==> config.mk <==
export PLATFORM = sky130hd
export DESIGN_NAME = ps2h_top
export DESIGN_NICKNAME = d
export VERILOG_FILES = /design/src/rtl/ps2h_pkg.sv /design/src/rtl/ps2h_fifo.sv /design/src/rtl/ps2h_port.sv /design/src/rtl/ps2h_top.sv
export SDC_FILE = /design/constraint.sdc
export NUM_CORES = 1
export LEC_CHECK = 0
export BUFFER_PORTS_ARGS = -buffer_cell sky130_fd_sc_hd__buf_2
export CORE_MARGIN = 2
export CORE_UTILIZATION = 40
export CTS_CLUSTER_DIAMETER = 80
export DETAILED_ROUTE_END_ITERATION = 6
export PLACE_DENSITY = 0.61
export SLEW_MARGIN = 20
export SYNTH_ARGS = -nofsm -noshare
export SYNTH_HDL_FRONTEND = slang
export SYNTH_SLANG_ARGS = --single-unit
==> constraint.sdc <==
create_clock -name clk -period 2.6 [get_ports clk]
set_input_delay 0 -clock clk [delete_from_list [all_inputs] [get_ports clk]]
set_output_delay 0 -clock clk [all_outputs]
set_load 0.05 [all_outputs]
==> src/rtl/ps2h_pkg.sv <==
package ps2h_pkg;
  localparam int          NPORTS   = 2;
  localparam logic [31:0] ID_WORD  = 32'h0001F609;
  localparam int          ST_FRM   = 0;
  localparam int          ST_OVF   = 1;
  localparam int          ST_RXEN  = 2;
  localparam int          ST_RXAV  = 3;
  localparam int          ST_TXNF  = 4;
  localparam int          ST_TXEN  = 5;
  localparam int          ST_W     = 6;
endpackage

==> src/rtl/ps2h_fifo.sv <==
module ps2h_fifo #(
  parameter int W     = 8,
  parameter int DEPTH = 4
) (
  input  logic         clk,
  input  logic         rst,
  input  logic         push,
  input  logic [W-1:0] din,
  input  logic         pop,
  output logic [W-1:0] dout,
  output logic         empty,
  output logic         full
);
  localparam int AW = (DEPTH > 1) ? $clog2(DEPTH) : 1;
  localparam int CW = $clog2(DEPTH + 1);
  localparam logic [CW-1:0] CMAX = CW'(DEPTH);
  localparam logic [AW-1:0] PLAST = AW'(DEPTH - 1);

  logic [W-1:0]  mem [DEPTH];
  logic [AW-1:0] wp, rp;
  logic [CW-1:0] cnt;
  logic          do_pop, do_push;

  assign empty   = (cnt == '0);
  assign full    = (cnt == CMAX);
  assign do_pop  = pop && !empty;
  assign do_push = push && (!full || do_pop);
  assign dout    = mem[rp];

  always_ff @(posedge clk) begin
    if (do_push) mem[wp] <= din;
  end

  always_ff @(posedge clk) begin
    if (rst) begin
      wp  <= '0;
      rp  <= '0;
      cnt <= '0;
    end else begin
      if (do_push) wp <= (wp == PLAST) ? '0 : wp + 1'b1;
      if (do_pop)  rp <= (rp == PLAST) ? '0 : rp + 1'b1;
      case ({do_push, do_pop})
        2'b10:   cnt <= cnt + 1'b1;
        2'b01:   cnt <= cnt - 1'b1;
        default: cnt <= cnt;
      endcase
    end
  end

  assert_count_bound_R5: assert property (@(posedge clk) disable iff (rst)
    cnt <= CMAX);

  assert_drain_empty_R4: assert property (@(posedge clk) disable iff (rst)
    (pop && !push && cnt == CW'(1)) |=> empty);

  assert_full_hold_R7: assert property (@(posedge clk) disable iff (rst)
    (push && full && !pop) |=> full);
endmodule

==> src/rtl/ps2h_port.sv <==
module ps2h_port
  import ps2h_pkg::*;
#(
  parameter int RX_DEPTH = 4,
  parameter int TX_DEPTH = 2
) (
  input  logic            clk,
  input  logic            rst,
  input  logic            rd_data,
  input  logic            wr_data,
  input  logic            wr_stat,
  input  logic [7:0]      wbyte,
  input  logic            w_rxen,
  input  logic            w_txen,
  input  logic            rx_v,
  input  logic [7:0]      rx_b,
  input  logic            rx_fe,
  input  logic            tx_rdy,
  output logic [7:0]      rd_byte,
  output logic [ST_W-1:0] status,
  output logic            irq_cond,
  output logic            tx_v,
  output logic [7:0]      tx_b
);
  logic       rx_empty, rx_full, tx_empty, tx_full;
  logic [7:0] rx_head;
  logic       frm_q, ovf_q, rxen_q, txen_q;
  logic       ovf_set, frm_set;

  ps2h_fifo #(.W(8), .DEPTH(RX_DEPTH)) rx_q (
    .clk(clk), .rst(rst), .push(rx_v), .din(rx_b), .pop(rd_data),
    .dout(rx_head), .empty(rx_empty), .full(rx_full));

  ps2h_fifo #(.W(8), .DEPTH(TX_DEPTH)) tx_q (
    .clk(clk), .rst(rst), .push(wr_data), .din(wbyte), .pop(tx_rdy),
    .dout(tx_b), .empty(tx_empty), .full(tx_full));

  assign ovf_set = rx_v && rx_full && !rd_data;
  assign frm_set = rx_v && rx_fe;

  always_ff @(posedge clk) begin
    if (rst) begin
      frm_q  <= 1'b0;
      ovf_q  <= 1'b0;
      rxen_q <= 1'b0;
      txen_q <= 1'b0;
    end else begin
      if (frm_set)      frm_q <= 1'b1;
      else if (rd_data) frm_q <= 1'b0;
      if (ovf_set)      ovf_q <= 1'b1;
      else if (rd_data) ovf_q <= 1'b0;
      if (wr_stat) begin
        rxen_q <= w_rxen;
        txen_q <= w_txen;
      end
    end
  end

  assign rd_byte = rx_empty ? 8'h00 : rx_head;
  assign tx_v    = !tx_empty;

  always_comb begin
    status          = '0;
    status[ST_FRM]  = frm_q;
    status[ST_OVF]  = ovf_q;
    status[ST_RXEN] = rxen_q;
    status[ST_RXAV] = !rx_empty;
    status[ST_TXNF] = !tx_full;
    status[ST_TXEN] = txen_q;
  end

  assign irq_cond = (rxen_q && !rx_empty) || (txen_q && !tx_full);

  assert_drop_sets_ovf_R5: assert property (@(posedge clk) disable iff (rst)
    (rx_v && rx_full && !rd_data) |=> ovf_q);

  assert_read_clears_R6: assert property (@(posedge clk) disable iff (rst)
    (rd_data && !rx_v) |=> (!ovf_q && !frm_q));

  assert_tx_head_hold_R7: assert property (@(posedge clk) disable iff (rst)
    (tx_v && !tx_rdy) |=> (tx_v && $stable(tx_b)));

  assert_enables_hold_R8: assert property (@(posedge clk) disable iff (rst)
    !wr_stat |=> ($stable(rxen_q) && $stable(txen_q)));
endmodule

==> src/rtl/ps2h_top.sv <==
module ps2h_top
  import ps2h_pkg::*;
#(
  parameter int ADDR_W   = 6,
  parameter int RX_DEPTH = 4,
  parameter int TX_DEPTH = 2
) (
  input  logic                clk,
  input  logic                rst,
  input  logic                bus_req,
  input  logic                bus_we,
  input  logic [ADDR_W-1:0]   bus_addr,
  input  logic [31:0]         bus_wdata,
  output logic [31:0]         bus_rdata,
  input  logic [NPORTS-1:0]   rx_valid,
  input  logic [8*NPORTS-1:0] rx_data,
  input  logic [NPORTS-1:0]   rx_frame_err,
  output logic [NPORTS-1:0]   tx_valid,
  output logic [8*NPORTS-1:0] tx_data,
  input  logic [NPORTS-1:0]   tx_ready,
  output logic                irq
);
  localparam int WW = ADDR_W - 2;

  logic [WW-1:0]     word;
  logic              rd_req, wr_req;
  logic [NPORTS-1:0] hit_data, hit_stat, cond;
  logic [7:0]        pbyte [NPORTS];
  logic [ST_W-1:0]   pstat [NPORTS];
  logic [31:0]       rd_mux;
  logic              unused_bits;

  assign word        = bus_addr[ADDR_W-1:2];
  assign rd_req      = bus_req && !bus_we;
  assign wr_req      = bus_req && bus_we;
  assign unused_bits = ^{bus_addr[1:0], bus_wdata[31:8], bus_wdata[4:3], bus_wdata[1:0]};

  for (genvar p = 0; p < NPORTS; p++) begin : g_port
    assign hit_data[p] = (word == WW'(1 + p));
    assign hit_stat[p] = (word == WW'(1 + NPORTS + p));

    ps2h_port #(.RX_DEPTH(RX_DEPTH), .TX_DEPTH(TX_DEPTH)) port_i (
      .clk(clk), .rst(rst),
      .rd_data(rd_req && hit_data[p]),
      .wr_data(wr_req && hit_data[p]),
      .wr_stat(wr_req && hit_stat[p]),
      .wbyte(bus_wdata[7:0]),
      .w_rxen(bus_wdata[ST_RXEN]),
      .w_txen(bus_wdata[ST_TXEN]),
      .rx_v(rx_valid[p]),
      .rx_b(rx_data[8*p +: 8]),
      .rx_fe(rx_frame_err[p]),
      .tx_rdy(tx_ready[p]),
      .rd_byte(pbyte[p]),
      .status(pstat[p]),
      .irq_cond(cond[p]),
      .tx_v(tx_valid[p]),
      .tx_b(tx_data[8*p +: 8]));
  end

  always_comb begin
    rd_mux = '0;
    if (word == '0) rd_mux = ID_WORD;
    for (int p = 0; p < NPORTS; p++) begin
      if (hit_data[p]) rd_mux = {24'h0, pbyte[p]};
      if (hit_stat[p]) rd_mux = {{(32-ST_W){1'b0}}, pstat[p]};
    end
  end

  always_ff @(posedge clk) begin
    if (rst) begin
      bus_rdata <= '0;
      irq       <= 1'b0;
    end else begin
      bus_rdata <= rd_req ? rd_mux : '0;
      irq       <= |cond;
    end
  end

  assert_id_read_R1: assert property (@(posedge clk) disable iff (rst)
    (rd_req && word == '0) |=> (bus_rdata == ID_WORD));

  assert_idle_rdata_R10: assert property (@(posedge clk) disable iff (rst)
    !rd_req |=> (bus_rdata == '0));

  assert_unmapped_zero_R2: assert property (@(posedge clk) disable iff (rst)
    (rd_req && word > WW'(2 * NPORTS)) |=> (bus_rdata == '0));
endmodule

==> flow_summary_export.csv <==
group,metric,value,unit
placement,dp.cells,648,
yosys,ys_top_cells_by_count,"96 x edfxtp_1, 46 x dfxtp_1, 29 x nor2_1, 27 x buf_4, 21 x a21oi_1",
sta,period_needed,2.50,ns
global_routing,grt_usage,15.0,%
placement,place_ws,0.184,ns
sta,finalHoldViolCount,0,
clocking,root_buffer,"clkbuf_16",
yosys,yosysMostFrequentCell,"edfxtp_1",
yosys,yosys_warnings,0,
die,std_cell_rows,44,
critical_path,crit_path_top_delay_cell,"or4b_4",
critical_path,crit_arrival,2.83,ns
yosys,async_flop_share,0,%
clocking,cts.sinks,142,
critical_path,critical_path.cell_chain,"dlygate4sd3_1 -> buf_2 -> or4b_4 -> nor3_4 -> ha_1 -> inv_1 -> fa_1 -> xor2_1 -> or3_1 -> a21oi_1",
clocking,insertion_delay,0.41,ns
finish,syn2layout_area_growth,22.2,%
global_routing,grt_antenna_before_repair,0,
clocking,clk_path_buf_depth,2,
sta,setup_slack,0.0958,ns
die,dieHeight,126,um
sta,post-route-period-util,96.3,%
sta,fmax,399,MHz
yosys,yosysSeqAreaShare,64.1,%
drt,drt-initial-drc-count,310,
drt,drt_first_pass_iters,5,
die,io_pins,115,
die,initial_core_util,40.8,%
pwr,power_density,726,mW/mm2
global_routing,grt_pass1_vias,3479,
global_routing,grt_pass1_wl,18.0,mm
sta,finClkSkew,0.00913,ns
critical_path,r2r_cells,10,
yosys,synth_area_leaders,"edfxtp_1 49%, dfxtp_1 16%, mux4_2 6.1%, buf_4 3.4%, mux2_2 3.0%",
outcome,status,"completed",
critical_path,crit_fanout,10,
yosys,syn_area,0.00593,mm2
yosys,avgSynthCellArea,14.4,um2
placement,place_congestion,0.746,
finish,utilization,49.9,%
finish,drive_gt1_share,27.9,%
finish,final_nets,595,
drt,num_vias,3527,
drt,drc,0,
critical_path,worst-path-stages,10,
yosys,synth_top_area_share,48.6,%
global_routing,grtUsageMet2,24.0,%
yosys,synth_edf_count,96,
drt,drtAntennaViolNets,0,
clocking,h-tree-depth,4,
critical_path,cp_top_family,"simple AND/OR/NAND/NOR gates",
yosys,ys_ff_latch,142,
clocking,cts_tree,"yes",
flow_run,maxCapViolCount,0,
critical_path,worstPathRequired,2.93,ns
finish,n_antenna_cell,0,
yosys,synthDistinctLibCells,46,
hold_path,min_path_cells,4,
global_routing,use_met3,4.55,%
finish,fin_cells,711,
clocking,ctsResizeCount,0,
critical_path,crit_buf_inv,3,
critical_path,critPathMaxStageDelay,0.56,ns
global_routing,overflow,0,
global_routing,busiest_layer,"met2",
global_routing,gr-usage-met1,20.0,%
yosys,synthCells,412,
die,dieArea,0.0158,mm2
clocking,clkTransAtPathRegs,0.05,ns
critical_path,endpoint_kind,"flip-flop",
clocking,cts-buffers-inserted,17,
drt,drt_wl_total,11.4,mm
yosys,ys.flop_type,"edfxtp_1",
critical_path,worstSetupPathType,"input port to flip-flop",
placement,portBuffers,71,
sta,slew-limit-headroom,53.6,%
yosys,synth_top_area_cell,"edfxtp_1",
sta,finalSetupViolations,0,
placement,place.detailed.hpwl,7.91,mm
pwr,irDropWorstVdd,0.000467,V
sta,tightest_slew,0.696,ns
die,design.core.area,0.0145,mm2
sta,rsz0062_at_grt,"no",
global_routing,grt_start_max_net_pins,40,
drt,drt-wirelength-per-cell,16.1,um
pwr,p_total,5.26,mW
sta,finalMaxSlewViolations,0,
pwr,p_leak,2.64,nW
sta,fin_setup_tns,0,ns
critical_path,startpoint_type,"input port",
die,die_w,126,um
drt,via_per_inst,4.96,
hold_path,hold_class,"input port to flip-flop",
## layout by cell type (no fill, tap or decap), types with 12 or more instances in the layout
master / Yosys / routed
a21oi_1: 21 / 21
and2_1: 12 / 12
buf_2: 2 / 71
clkbuf_16: 0 / 17
conb_1: 1 / 17
dfxtp_1: 46 / 46
dlygate4sd3_1: 0 / 31
edfxtp_1: 96 / 96
ha_1: 14 / 14
inv_1: 15 / 15
mux2_2: 16 / 16
mux4_2: 16 / 16
nor2_1: 29 / 29
## what timing repair did
item                                    in CTS  in global routing
hold buffers                                31                  0
endpoints found under the setup margin       0                  1
hold endpoints to repair                   110                  0
setup buffers                                0                  1
## where the power goes
| group | total [mW] | internal [mW] | leakage, nW | switching (mW) |
|---|---|---|---|---|
| logic | 0.384 | 0.138 | 1.11 | 0.246 |
| registers | 2.51 | 2.48 | 1.25 | 0.0318 |
| clock network | 2.36 | 1.49 | 0.284 | 0.871 |
| total | 5.26 | 4.11 | 2.64 | 1.15 |
## path summary, 6_finish.rpt
kind / start / slack (ns) / end
min: tx_ready[0] / 0.04 / flip-flop
min reg2reg: g_port[1].port_i.rx_q.rp[1] / 0.49 / flip-flop
max reg2reg: g_port[0].port_i.rx_q.cnt[0] / 0.35 / g_port[0].port_i.rx_q.cnt[2]
max: bus_addr[2] / 0.1 / g_port[0].port_i.rx_q.cnt[2]
## state kept, by name (all words and copies together), names as in the netlist, named ones only
signal                  flops
g_port.port_i.rx_q.mem     64
g_port.port_i.tx_q.mem     32
bus_rdata                   9
g_port.port_i.rx_q.cnt      6
g_port.port_i.rx_q.rp       4
g_port.port_i.rx_q.wp       4
g_port.port_i.tx_q.cnt      4
g_port.port_i.frm_q         2
g_port.port_i.ovf_q         2
g_port.port_i.rxen_q        2
g_port.port_i.tx_q.rp       2
g_port.port_i.tx_q.wp       2
g_port.port_i.txen_q        2
irq                         1
## stage by stage
| step | hold WS, ns | instance area [um2] |
|---|---|---|
| 6_report | 0.0408 | 7250 |
| 5_1_grt | 0.0569 | 7250 |
| 3_3_place_gp | 0.210 | 6350 |
| 2_1_floorplan | 0.0989 | 5990 |
| 3_5_place_dp | 0.222 | 6350 |
| 4_1_cts | 0.0250 | 7240 |
## final cells by class
cell class | instances | area, um2
Clock buffer | 18 | 429
Clock inverter | 13 | 146
Fill cell | 1223 | 7290
Inverter | 15 | 56.3
Multi-Input combinational cell | 233 | 1890
Sequential cell | 142 | 3800
Tap cell | 184 | 230
Timing Repair Buffer | 106 | 696
## worst min-delay path: stages
cell and delay (ns):
buf_2 0.09, and2_1 0.15, xnor2_1 0.09, nor2_1 0.08
## logic make-up after synthesis
family          Yosys count  share of synthesized area [%]
compound gates           54                           5.74
xor+xnor                 12                           1.77
fa+ha+maj                16                           3.63
buf+inv                  53                           5.10
flops                   142                           64.1
mux                      38                           10.1
other cells               1                         0.0632
simple gates             96                           9.45
## per-layer routing
metal  vias to the layer above  share of wire [%]
met2                        95                 48
met4                         0               0.78
li1                       1696                  -
met1                      1726                 46
met5                         -                  0
met3                        10                4.9
Power figures use the tool's default switching activity.
